**config.mk**
```make
export PLATFORM = sky130hd
export DESIGN_NAME = dma_chan
export DESIGN_NICKNAME = d
export VERILOG_FILES = /design/src/rtl/dma_pkg.sv /design/src/rtl/dma_regs.sv /design/src/rtl/dma_trig.sv /design/src/rtl/dma_addr.sv /design/src/rtl/dma_seq.sv /design/src/rtl/dma_chan.sv
export SDC_FILE = /design/constraint.sdc
export NUM_CORES = 1
export LEC_CHECK = 0
export BUFFER_PORTS_ARGS = -buffer_cell sky130_fd_sc_hd__buf_4
export CAP_MARGIN = 40
export CORE_ASPECT_RATIO = 2
export CORE_UTILIZATION = 48
export CTS_CLUSTER_DIAMETER = 100
export DETAILED_ROUTE_END_ITERATION = 6
export GPL_TIMING_DRIVEN = 0
export PLACE_DENSITY_LB_ADDON = 0.08
export SETUP_SLACK_MARGIN = 0.1
export SLEW_MARGIN = 20
export SYNTH_ARGS = -nofsm -noshare
export SYNTH_HDL_FRONTEND = slang
export SYNTH_SLANG_ARGS = --single-unit
```
**constraint.sdc**
```tcl
create_clock -name clk -period 2.3 [get_ports clk]
set_clock_uncertainty 0.1 [all_clocks]
set_input_delay 0.46 -clock clk [delete_from_list [all_inputs] [get_ports clk]]
set_output_delay 0.46 -clock clk [all_outputs]
set_load 0.02 [all_outputs]
```
**src/rtl/dma_pkg.sv**
```systemverilog
package dma_pkg;
  typedef enum logic [2:0] {
    ST_IDLE,
    ST_ARB,
    ST_RD,
    ST_WR,
    ST_GAP
  } dma_state_t;

  typedef enum logic [1:0] {
    XM_SINGLE = 2'd0,
    XM_BLOCK  = 2'd1,
    XM_BURST  = 2'd2
  } xfer_mode_t;

  typedef struct packed {
    logic       en;
    logic       ie;
    xfer_mode_t mode;
    logic       rpt;
    logic       bytem;
    logic       sinc;
    logic       dinc;
    logic       rmwp;
  } ctl_t;
endpackage

```
**src/rtl/dma_regs.sv**
```systemverilog
module dma_regs #(
  parameter int AW  = 16,
  parameter int CW  = 16,
  parameter int DW  = 16,
  parameter int TSW = 2
) (
  input  logic              clk,
  input  logic              rst,
  input  logic              cfg_we,
  input  logic [1:0]        cfg_addr,
  input  logic [DW-1:0]     cfg_wdata,
  input  logic              set_done,
  input  logic              clr_en,
  output dma_pkg::ctl_t     ctl,
  output logic [TSW-1:0]    tsel,
  output logic [AW-1:0]     org_src,
  output logic [AW-1:0]     org_dst,
  output logic [CW-1:0]     org_cnt,
  output logic              done_flag,
  output logic              irq,
  output logic              en_load
);
  import dma_pkg::*;
  localparam int TS_LO   = 9;
  localparam int RMW_BIT = TS_LO + TSW;

  assign en_load = cfg_we && (cfg_addr == 2'd0) && cfg_wdata[0] && !ctl.en;

  always_ff @(posedge clk) begin
    if (rst) begin
      ctl       <= '0;
      tsel      <= '0;
      org_src   <= '0;
      org_dst   <= '0;
      org_cnt   <= '0;
      done_flag <= 1'b0;
      irq       <= 1'b0;
    end else begin
      if (cfg_we) begin
        case (cfg_addr)
          2'd0: begin
            ctl.en    <= cfg_wdata[0];
            ctl.ie    <= cfg_wdata[1];
            done_flag <= cfg_wdata[2];
            ctl.mode  <= xfer_mode_t'(cfg_wdata[4:3]);
            ctl.rpt   <= cfg_wdata[5];
            ctl.bytem <= cfg_wdata[6];
            ctl.sinc  <= cfg_wdata[7];
            ctl.dinc  <= cfg_wdata[8];
            tsel      <= cfg_wdata[TS_LO +: TSW];
            ctl.rmwp  <= cfg_wdata[RMW_BIT];
          end
          2'd1: org_src <= cfg_wdata[AW-1:0];
          2'd2: org_dst <= cfg_wdata[AW-1:0];
          default: org_cnt <= cfg_wdata[CW-1:0];
        endcase
      end
      if (clr_en)   ctl.en    <= 1'b0;
      if (set_done) done_flag <= 1'b1;
      irq <= done_flag && ctl.ie;
    end
  end
endmodule

```
**src/rtl/dma_trig.sv**
```systemverilog
module dma_trig #(
  parameter int NTRIG = 4,
  parameter int TSW   = 2
) (
  input  logic             clk,
  input  logic             rst,
  input  logic [NTRIG-1:0] trig_in,
  input  logic [TSW-1:0]   tsel,
  input  logic             enable,
  input  logic             consume,
  output logic             pending
);
  logic [NTRIG-1:0] trig_q;
  logic [NTRIG-1:0] edge_v;
  logic             evt;

  for (genvar g = 0; g < NTRIG; g++) begin : g_edge
    assign edge_v[g] = trig_in[g] && !trig_q[g];
  end

  assign evt = edge_v[tsel];

  always_ff @(posedge clk) begin
    if (rst) begin
      trig_q  <= '0;
      pending <= 1'b0;
    end else begin
      trig_q <= trig_in;
      if (!enable)      pending <= 1'b0;
      else if (evt)     pending <= 1'b1;
      else if (consume) pending <= 1'b0;
    end
  end
endmodule

```
**src/rtl/dma_addr.sv**
```systemverilog
module dma_addr #(
  parameter int AW = 16,
  parameter int CW = 16
) (
  input  logic          clk,
  input  logic          rst,
  input  logic          load,
  input  logic          step,
  input  logic          sinc,
  input  logic          dinc,
  input  logic          bytem,
  input  logic [AW-1:0] org_src,
  input  logic [AW-1:0] org_dst,
  input  logic [CW-1:0] org_cnt,
  output logic [AW-1:0] cur_src,
  output logic [AW-1:0] cur_dst,
  output logic          last
);
  logic [CW-1:0] cur_cnt;
  logic [AW-1:0] stride;

  assign stride = bytem ? AW'(1) : AW'(2);
  assign last   = (cur_cnt <= CW'(1));

  always_ff @(posedge clk) begin
    if (rst) begin
      cur_src <= '0;
      cur_dst <= '0;
      cur_cnt <= '0;
    end else if (load) begin
      cur_src <= org_src;
      cur_dst <= org_dst;
      cur_cnt <= org_cnt;
    end else if (step) begin
      if (sinc) cur_src <= cur_src + stride;
      if (dinc) cur_dst <= cur_dst + stride;
      cur_cnt <= cur_cnt - CW'(1);
    end
  end
endmodule

```
**src/rtl/dma_seq.sv**
```systemverilog
module dma_seq #(
  parameter int GAP = 3
) (
  input  logic               clk,
  input  logic               rst,
  input  logic               en,
  input  dma_pkg::xfer_mode_t mode,
  input  logic               rpt,
  input  logic               rmwp,
  input  logic               rmw_busy,
  input  logic               pend,
  input  logic               grant,
  input  logic               last,
  output logic               consume,
  output logic               cpu_hold,
  output logic               own,
  output logic               rd,
  output logic               we,
  output logic               step,
  output logic               reload,
  output logic               set_done,
  output logic               clr_en
);
  import dma_pkg::*;
  localparam int GW = $clog2(GAP + 1);

  dma_state_t      st;
  logic [GW-1:0]   gcnt;
  logic            blocked;

  assign blocked  = rmwp && rmw_busy;
  assign consume  = (st == ST_IDLE) && en && pend && !blocked;
  assign cpu_hold = (st == ST_ARB) || (st == ST_RD) || (st == ST_WR);
  assign rd       = (st == ST_RD);
  assign we       = (st == ST_WR);
  assign own      = rd || we;
  assign step     = we && !last;
  assign reload   = we && last && rpt;
  assign set_done = we && last;
  assign clr_en   = we && last && !rpt;

  always_ff @(posedge clk) begin
    if (rst) begin
      st   <= ST_IDLE;
      gcnt <= '0;
    end else begin
      case (st)
        ST_IDLE: if (consume) st <= ST_ARB;
        ST_ARB:  if (grant) st <= ST_RD;
        ST_RD:   st <= ST_WR;
        ST_WR: begin
          if (last) st <= ST_IDLE;
          else begin
            case (mode)
              XM_BLOCK: st <= ST_RD;
              XM_BURST: begin
                st   <= ST_GAP;
                gcnt <= '0;
              end
              default: st <= ST_IDLE;
            endcase
          end
        end
        ST_GAP: begin
          if (gcnt >= GW'(GAP - 1)) begin
            if (!blocked) st <= ST_ARB;
          end else begin
            gcnt <= gcnt + GW'(1);
          end
        end
        default: st <= ST_IDLE;
      endcase
    end
  end
endmodule

```
**src/rtl/dma_chan.sv**
```systemverilog
module dma_chan #(
  parameter int AW    = 16,
  parameter int DW    = 16,
  parameter int CW    = 16,
  parameter int NTRIG = 4,
  parameter int GAP   = 3,
  localparam int TSW  = (NTRIG > 1) ? $clog2(NTRIG) : 1
) (
  input  logic             clk,
  input  logic             rst,
  input  logic             cfg_we,
  input  logic [1:0]       cfg_addr,
  input  logic [DW-1:0]    cfg_wdata,
  input  logic [NTRIG-1:0] trig_in,
  input  logic             rmw_busy,
  input  logic             bus_grant,
  output logic             cpu_hold,
  output logic             m_own,
  output logic [AW-1:0]    m_addr,
  output logic             m_rd,
  output logic             m_we,
  output logic             m_byte,
  output logic [DW-1:0]    m_wdata,
  input  logic [DW-1:0]    m_rdata,
  output logic             ch_enabled,
  output logic             done_flag,
  output logic             irq
);
  import dma_pkg::*;

  ctl_t           ctl;
  logic [TSW-1:0] tsel;
  logic [AW-1:0]  org_src, org_dst, cur_src, cur_dst;
  logic [CW-1:0]  org_cnt;
  logic           en_load, set_done, clr_en, consume, pend;
  logic           step, reload, last, rmw_prot;

  assign rmw_prot   = ctl.rmwp;
  assign ch_enabled = ctl.en;

  dma_regs #(.AW(AW), .CW(CW), .DW(DW), .TSW(TSW)) u_regs (
    .clk, .rst, .cfg_we, .cfg_addr, .cfg_wdata,
    .set_done, .clr_en, .ctl, .tsel,
    .org_src, .org_dst, .org_cnt,
    .done_flag, .irq, .en_load
  );

  dma_trig #(.NTRIG(NTRIG), .TSW(TSW)) u_trig (
    .clk, .rst, .trig_in, .tsel,
    .enable(ctl.en), .consume, .pending(pend)
  );

  dma_addr #(.AW(AW), .CW(CW)) u_addr (
    .clk, .rst,
    .load(en_load || reload), .step,
    .sinc(ctl.sinc), .dinc(ctl.dinc), .bytem(ctl.bytem),
    .org_src, .org_dst, .org_cnt,
    .cur_src, .cur_dst, .last
  );

  dma_seq #(.GAP(GAP)) u_seq (
    .clk, .rst,
    .en(ctl.en), .mode(ctl.mode), .rpt(ctl.rpt),
    .rmwp(ctl.rmwp), .rmw_busy, .pend,
    .grant(bus_grant), .last,
    .consume, .cpu_hold, .own(m_own),
    .rd(m_rd), .we(m_we),
    .step, .reload, .set_done, .clr_en
  );

  assign m_addr  = m_rd ? cur_src : cur_dst;
  assign m_byte  = ctl.bytem;
  assign m_wdata = m_rdata;
endmodule

```
# == Word level (Yosys, flattened, before mapping) ==
# Cells that the tools add are included.
# word_totals
in_bits,43
ff_bits,119
wordCells,122
out_inout_bits,40
# op_classes
n_reduce_logical,49
order_cmp,3
n_eq_ne,15
n_bitwise,2
add_sub_neg,4
muxes,28
# op_table
op,count
$mux W16,9
$add A16 B16 Y16,2
$le A16 B1 Y1 const B,1
$logic_and A1 B1 Y1,16
$sub A16 B1 Y16 const B,1
$mux W3,5
$pmux W3 S5,1
$reduce_and A2 Y1,7
$reduce_bool A2 Y1,7
$ne A2 B2 Y1 const B,6
$logic_not A1 Y1,8
$mux W2,4
$reduce_and A4 Y1,2
$eq A3 B2 Y1 const B,2
$mux W1,6
$pmux W3 S2,1
$eq A2 B1 Y1 const B,2
$eq A2 B2 Y1 const B,2
$logic_or A1 B1 Y1,4
$pmux W2 S2,1
$reduce_or A2 Y1,2
$eq A3 B1 Y1 const B,1
$eq A3 B3 Y1 const B,1
$logic_not A3 Y1,1
other kinds (8),9

# == Logic depth before layout (Yosys ltp) ==
# Gate-level depths: netlist of the first run.
# logic_depth
word_depth,7
ltp_mapped,9
ltp_nobuf,7

# == Hierarchy ==
# Synthesis of the first run repeated with hierarchy kept, for this count alone.
# hier_totals
hier_cells,707
hier_area_um2,5898.2
# by_module_without_submodules
mod,area_each_um2,seq_area_each_um2,cells_each,n_inst
dma_addr,2800.2,960.9,340,1
dma_regs,2154.6,1221.2,271,1
dma_chan,375.4,0.0,35,1
dma_seq,367.9,100.1,44,1
dma_trig,200.2,100.1,17,1

# == Worst setup path after synthesis of the first run ==
# OpenSTA, ideal clock, no wires.
# synth_timing
path_type,flip-flop to output port
startpoint,register u_seq.st[1]
endpoint,output m_addr[11]
path_stages_with_launch,6
path_buffers,2
setup_slack_ps,-255
arrival_time_ps,1995
required_ps,1740
cell_sequence,dfxtp_1 > nor2b_1 > nor2b_1 > clkbuf_1 > buf_2 > mux2_2
# synth_between
elab_chain_len,2
# synth_rtl
item,line,text
"start, declared",dma_seq.sv:27,dma_state_t st;
"start signal, assigned",dma_seq.sv:44,st <= ST_IDLE;
"start signal, assigned",dma_seq.sv:48,ST_IDLE: if (consume) st <= ST_ARB;
"start signal, assigned",dma_seq.sv:49,ST_ARB: if (grant) st <= ST_RD;
$eq A3 B2 Y1,dma_seq.sv:34,assign rd = (st == ST_RD);
net m_rd,dma_chan.sv:20,"output logic m_rd,"
$mux W16,dma_chan.sv:71,assign m_addr = m_rd ? cur_src : cur_dst;
"end, declared",dma_chan.sv:19,"output logic [AW-1:0] m_addr,"
# The timed path passes the listed nets, and every way through them passes these cells.

# == Worst setup path in the final report of the first run ==
# layout_timing
startpoint,register u_seq.st[1]
endpoint,output m_addr[15]
# layout_between
elab_chain_len,2
# layout_rtl
item,line
$eq A3 B2 Y1,dma_seq.sv:34
$mux W16,dma_chan.sv:71
# Every way passes these cells.

==> results by group, run 1 <==
Power
  • Overall Power: approximately 5.6 mW
  • Static leakage: just over 3 nW
  • Peak ir drop on the vdd network: between 0.6 and 0.7 mV
  • Cell Pwr Density: 704 nW/um2

Layout
  • Nets: a little under 900
  • Antenna diodes: 0
  • Final non-filler cell total: approximately 1000
  • Post-route core utilization: 0.658
  • Fraction of layout cells with a size suffix above 1: 0.279
  • Most common cell after layout, fill and taps aside: nand2_1
  • Syn-to-layout area delta: 33.0%
  • Commonest cells after routing, fill and taps aside: nand2_1 (154), dfxtp_1 (114), a21oi_1 (101), buf_4 (85), o21ai_0 (28)
  • Fillers: just over 1000

Global routing
  • Pin count of the biggest net entering global routing: 17
  • Number of global-route vias before repair: 5873
  • Global-route wire length before repair: around 33000 um
  • Final global-route overflow total: 0
  • Combined global-route utilization of all metal layers: 0.347
  • Grt met3 use: 0.0716
  • Grt met1 use: 0.368
  • Number of antenna violations at the first check in global routing: 0
  • Top Usage Layer GRT: met2
  • Met2 layer usage reported by global route: 0.566

Clock network
  • Clock tree buffer depth: 2
  • Clock slew seen by the registers of the worst setup and hold paths: ~0.060 ns
  • Maximum level of the CTS H-tree: 4
  • TritonCTS clock tree: done
  • Insertion delay to the later sink of the worst-skew pair: between 0.4 and 0.5 ns
  • Root buffer cell: clkbuf_16
  • Inserted Clock Buffers: 17
  • Total clock sinks: about 120
  • Number of hold buffers added after cts: 0

Route
  • Post-detailed-route DRC marker count: 0
  • Per-cell routed wire length: ~22 um
  • DRT antenna net count: 0
  • Drt first-iter violations: between 400 and 500
  • Detailed-router iteration count before antenna repair: 5
  • Via count: between 6000 and 7000
  • Vias per cell: 6.11
  • Total routed wirelength: 21700 um

Synth
  • Gate count of the mapped netlist: approximately 740
  • Post-synthesis sequential element count: approximately 120
  • Count of flip-flops with a built-in enable after synthesis: 0
  • Area fraction of the dominant cell type after synthesis: 0.395
  • Number of nets in the synthesized netlist: about 790
  • Cell taking the most area after synthesis: dfxtp_1
  • Most area-consuming cells after synthesis: dfxtp_1 (39%), nand2_1 (9.7%), a21oi_1 (8.4%), o21ai_0 (3.5%), mux2_2 (2.8%)
  • Warnings from Yosys: 0
  • Share of synthesized registers carrying an async set or reset: 0
  • Commonest register cell after synthesis: dfxtp_1
  • Mean instance size in the synthesized netlist: just over 8 um2
  • Post-synth cell types: 73
  • Area of the mapped netlist: approximately 6000 um2
  • Sequential fraction of the synthesis area: 0.395

Floorplanning
  • Initial cell density of the core: 0.495
  • Die X: about 81 um
  • Overall die area: around 13000 um2
  • Count of pins on the block boundary: between 80 and 90
  • Rows: 57
  • Chip height: 161 um
  • Area inside the core boundary: around 12000 um2

Worst setup path
  • Data required time at the worst endpoint: roughly 1.7 ns
  • Crit. End Element: primary output
  • Critical path arrival: approximately 1.8 ns
  • CP Launch Type: flip-flop
  • Cell Chain, Critical Path: nor2b_4 > nor2b_4 > clkbuf_16 > buf_6 > mux2_4 > buf_6
  • Max stage delay cell, worst path: dfxtp_4
  • Register-to-register path setup slack: about 0.11 ns
  • Critical path fanouts, max: 6
  • Critical path class: flip-flop to primary output
  • CP max stage delay: around 0.34 ns

STA
  • Period utilisation layout: 1.04
  • Finish-stage setup viols: 15
  • Setup repair after global routing missed its margin: yes
  • Worst-margin pin slew: between 0.8 and 0.9 ns
  • Shortest clock period the worst path allows after layout: 2.39 ns
  • Post-route setup slack: -0.0875 ns
  • WHS: around 0.17 ns
  • Maximum clock frequency: between 400 and 500 MHz
  • Worst slew margin: 0.416
  • Final Hold Fails: 0
  • Number of max-slew violations in the final report: 0

Placed design
  • Number of placed instances, taps included: 950
  • Port buffer count: 66
  • RePlAce Congestion: roughly 0.94
  • Post-detailed-placement half-perimeter wirelength: 15800 um

Worst hold path
  • Min-delay worst type: input pin to flip-flop

Status
  • Failing checks: setup timing
  • Result of the run: finished with violations

Flow run
  • Total of max-cap violations: 0
## registers in the layout (all words and copies together) (netlist names), 3 cells and up
signal / count
u_regs.ctl: 9
u_addr.cur_src: 16
u_trig.trig_q: 4
u_addr.cur_dst: 16
u_seq.st: 3
u_regs.org_dst: 16
u_regs.org_cnt: 16
u_addr.cur_cnt: 16
u_regs.org_src: 16
## cell type report
| type | count | area, um2 | area share |
|---|---|---|---|
| Buffer | 63 | 445 | 0.0555 |
| Tap cell | 147 | 184 | 0.0229 |
| Clock buffer | 17 | 425 | 0.0530 |
| Inverter | 13 | 51.3 | 0.00639 |
| Timing Repair Buffer | 86 | 738 | 0.0920 |
| Multi-Input combinational cell | 540 | 3560 | 0.444 |
| Clock inverter | 14 | 224 | 0.0279 |
| Sequential cell | 119 | 2400 | 0.299 |
## layer usage
| metal | routed length [um] | part of all wire |
|---|---|---|
| met2 | 11100 | 0.51 |
| met4 | 1900 | 0.088 |
| met5 | 0 | 0 |
| met1 | 7500 | 0.35 |
| met3 | 1120 | 0.052 |
## path summary, 6_finish.rpt
kind                                     endpoint                             from  cells after the start
hold / removal        u_trig.trig_q[3]$_SDFF_PP0_                       trig_in[3]                      2
setup / recovery                       m_addr[15]         u_seq.st[1]$_SDFFE_PP0P_                      6
hold reg to reg   u_regs.org_src[12]$_SDFFE_PP0P_  u_regs.org_src[12]$_SDFFE_PP0P_                      2
setup reg to reg   u_addr.cur_src[9]$_SDFFE_PP0P_   u_addr.cur_cnt[1]$_SDFFE_PP0P_                      7
## critical path, delay by kind of cell, from the launching register on
| family | cells | cell delay [ns] |
|---|---|---|
| flip-flops | 1 | 0.34 |
| AND/OR/NAND/NOR | 2 | 0.31 |
| multiplexers | 1 | 0.31 |
| buffers and inverters | 3 | 0.44 |
## cells in the mapped netlist, drive strengths merged, types with 4 or more instances
library cell  number
or3                5
and2               6
ha                 7
nand2            157
xnor2             16
and3               7
mux2              15
nand4             14
o21ai             43
dfxtp            119
nand3             18
clkbuf            28
xor2               8
nor2              23
buf               35
a21oi            102
nor4               5
a31oi             12
a211o              4
o31ai              6
a211oi             4
nor3              12
a221o              7
o211ai            10
a2111oi            8
o2111ai            4
inv               13
nor2b              5
## stage by stage
stage | cell area, um2 | setup WS (ns) | TNS [ns]
floorplan | 6050 | 0.136 | 0
global placement | 6730 | -0.680 | -16.99
detailed placement | 6740 | -0.732 | -17.57
CTS | 7870 | -0.0913 | -1.04
global route | 8030 | -0.134 | -1.75
finish | 8030 | -0.0875 | -0.993
## timing repair
| action | in CTS | in global routing |
|---|---|---|
| resized for setup | 106 | 37 |
| setup buffers | 12 | 5 |
| endpoints found under the setup margin | 70 | 54 |
| cloned | 1 | 0 |
| pin swaps | 9 | 12 |
## where the power goes
part / leakage (nW) / switching (mW) / internal, mW
Clock: 0.314 / 1.03 / 1.93
Sequential: 0.969 / 0.0580 / 2.12
Combinational: 1.75 / 0.306 / 0.206
Total: 3.03 / 1.39 / 4.25
## kinds of logic (layout without fill, tap and decap cells)
group / count (synthesis) / count (layout) / synth area share
XOR/XNOR: 24 / 24 / 0.0348
buffers and inverters: 76 / 193 / 0.0659
adder cells (fa/ha/maj): 9 / 9 / 0.0211
flip-flops: 119 / 119 / 0.395
multiplexers: 15 / 15 / 0.0280
AND/OR/NAND/NOR: 272 / 272 / 0.216
AO/OA/AOI/OAI: 220 / 220 / 0.240
(Power assumes the default switching activity.)
==> inputs of run 2 (changes only) <==
--- a/config.mk
+++ b/config.mk
@@ -5,10 +5,10 @@
 export SDC_FILE = /design/constraint.sdc
 export NUM_CORES = 1
 export LEC_CHECK = 0
-export BUFFER_PORTS_ARGS = -buffer_cell sky130_fd_sc_hd__buf_4
+export BUFFER_PORTS_ARGS = -buffer_cell sky130_fd_sc_hd__buf_2
 export CAP_MARGIN = 40
 export CORE_ASPECT_RATIO = 2
-export CORE_UTILIZATION = 48
+export CORE_UTILIZATION = 58
 export CTS_CLUSTER_DIAMETER = 100
 export DETAILED_ROUTE_END_ITERATION = 6
 export GPL_TIMING_DRIVEN = 0
==> constraint.sdc (replaced) <==
create_clock -name clk -period 2.5 [get_ports clk]
set_clock_uncertainty 0.1 [all_clocks]
set_input_delay 0.5 -clock clk [delete_from_list [all_inputs] [get_ports clk]]
set_output_delay 0.5 -clock clk [all_outputs]
set_load 0.02 [all_outputs]
==> results by group, run 2 (synthesized netlist as in run 1, its figures left out) <==
Global routing
  • Top Usage Layer GRT: met2
  • Number of antenna violations at the first check in global routing: 0
  • Global-route wire length before repair: ~31000 um
  • Combined global-route utilization of all metal layers: 0.391
  • Pin count of the biggest net entering global routing: 17
  • Grt met3 use: 0.0773
  • Met2 layer usage reported by global route: 0.664
  • Number of global-route vias before repair: between 6000 and 7000
  • Final global-route overflow total: 0
  • Grt met1 use: 0.421

Worst setup path
  • CP most frequent cell: nor2b_4
  • CP delay by family, top: buffers and inverters
  • Crit. End Element: primary output
  • Number of buffers and inverters on the critical path: 3
  • Critical path arrival: about 1.9 ns
  • Max stage delay cell, worst path: dfxtp_4
  • Critical path fanouts, max: 5
  • Critical path class: flip-flop to primary output
  • CP Launch Type: flip-flop
  • CP max stage delay: between 0.3 and 0.4 ns
  • Data required time at the worst endpoint: between 1.5 and 2 ns
  • Cell Chain, Critical Path: nor2b_4 > nor2b_4 > clkbuf_16 > buf_8 > mux2_4 > buf_6

Power
  • Proportion of power drawn by flip-flops and latches: 0.412
  • Static leakage: approximately 2.9 nW
  • Fraction of power spent switching nets: 0.256
  • Overall Power: approximately 4.9 mW
  • Cell Pwr Density: about 640 nW/um2
  • Internal power summed over all cells: 3.62 mW
  • Peak ir drop on the vdd network: between 0.5 and 0.6 mV
  • Comb power frac: 0.087
  • NetSw: 1.24 mW
  • Clock network fraction of total power: 0.501

STA
  • Setup repair after global routing missed its margin: yes
  • Shortest clock period the worst path allows after layout: between 2 and 2.5 ns
  • Final Hold Fails: 0
  • Maximum clock frequency: approximately 410 MHz
  • Number of max-slew violations in the final report: 0
  • Finish-stage setup viols: 0
  • Worst-margin pin slew: between 0.8 and 0.9 ns
  • Worst slew margin: 0.447
  • Period utilisation layout: 0.986

Route
  • Per-cell routed wire length: approximately 21 um
  • DRT antenna net count: 0
  • Drt first-iter violations: ~540
  • Vias per cell: approximately 6.2
  • Detailed-router iteration count before antenna repair: 7
  • Via count: around 6000
  • Total routed wirelength: around 20000 um
  • Post-detailed-route DRC marker count: 1

Status
  • Failing checks: DRC
  • Result of the run: finished with violations

Layout
  • Syn-to-layout area delta: 24.9%
  • Nets: roughly 880
  • Fraction of layout cells with a size suffix above 1: 0.237
  • Area of all placed cells without fillers: around 7500 um2
  • Fillers: roughly 800
  • Most common cell after layout, fill and taps aside: nand2_1
  • Reg area: 2390 um2
  • Commonest cells after routing, fill and taps aside: nand2_1 (155), dfxtp_1 (116), a21oi_1 (101), buf_2 (57), buf_4 (29)
  • Antenna diodes: 0
  • Multi-input combinational cell area: 3390 um2

Clock network
  • Inserted Clock Buffers: 17
  • TritonCTS clock tree: done
  • Maximum level of the CTS H-tree: 4
  • Number of hold buffers added after cts: 0
  • Root buffer cell: clkbuf_16
  • Clock slew seen by the registers of the worst setup and hold paths: about 0.060 ns
  • Insertion delay to the later sink of the worst-skew pair: 0.42 ns
  • Clock tree buffer depth: 2
  • Total clock sinks: ~120

Floorplanning
  • Count of pins on the block boundary: between 80 and 90
  • Initial cell density of the core: 0.598
  • Area inside the core boundary: about 10000 um2
  • Die X: 74.1 um
  • Overall die area: roughly 11000 um2
  • Rows: 52
  • Chip height: between 100 and 150 um

Worst hold path
  • Min-delay worst type: input pin to flip-flop

Placed design
  • Post-DP Area: approximately 6500 um2
  • Port buffer count: between 60 and 70
  • RePlAce Congestion: ~0.94
  • Post-detailed-placement half-perimeter wirelength: 14700 um

Flow run
  • Total of max-cap violations: 0
==> run 2: cell types whose count changed in the layout (fill, tap and decap cells not counted), moves of 4 or more <==
cell	previous run	this run
buf_4	85	29
buf_2	6	57
o21ai_1	7	15
buf_6	24	20
clkbuf_1	23	27
o21ai_2	4	0
==> run 2: path summary, 6_finish.rpt <==
kind | startpoint | to | slack (ns) | cells past startpoint
worst max-delay path | u_seq.st[1]$_SDFFE_PP0P_ | m_addr[13] | 0.03 | 6
worst min-delay path | trig_in[1] | u_trig.trig_q[1]$_SDFF_PP0_ | 0.21 | 2
worst max register to register | u_regs.ctl[3]$_SDFFE_PP0P_ | u_addr.cur_src[9]$_SDFFE_PP0P_ | 0.13 | 7
worst min register to register | u_regs.org_dst[4]$_SDFFE_PP0P_ | u_regs.org_dst[4]$_SDFFE_PP0P_ | 0.35 | 2
==> run 2: cell type report <==
class	instances	area share
flip-flops and latches	119	0.317
repair buffers	78	0.0736
clock inverters	11	0.0168
clock buffers	20	0.0606
well taps	135	0.0224
multi-input cells	540	0.450
plain buffers	63	0.0528
inverters	13	0.00648
==> run 2: repair_timing <==
action / CTS / global route
gates cloned: 1 / 0
resized for setup: 51 / 51
endpoints found under the setup margin: 58 / 62
setup buffers: 7 / 3
pin swaps: 3 / 2
==> run 2: stage by stage <==
stage / util / std cells / worst slack (ns) / setup TNS, ns / hold WS (ns)
floorplan: - / 735 / 0.169 / 0 / 0.325
global placement: 0.649 / 936 / -0.289 / -5.62 / 0.339
global route: 0.747 / 979 / 0.00891 / 0 / 0.233
CTS: 0.733 / 975 / 0.0584 / 0 / 0.211
finish: 0.747 / 979 / 0.0348 / 0 / 0.208
detailed placement: 0.649 / 936 / -0.327 / -7.04 / 0.347
==> run 2: power by group through the flow <==
stage               clock, mW  combinational [mW]  sequential, mW
floorplan                   0               0.246            2.02
global placement            0               0.379            2.04
detailed placement          0               0.386            2.04
CTS                      2.42               0.400            2.00
global route             2.52               0.451            2.00
finish                   2.44               0.422            2.00
==> run 2: layer usage <==
| layer | wire length [um] | share of wire |
|---|---|---|
| met3 | 1330 | 0.066 |
| met1 | 7120 | 0.35 |
| met5 | 0 | 0 |
| met4 | 1300 | 0.064 |
| met2 | 10400 | 0.52 |
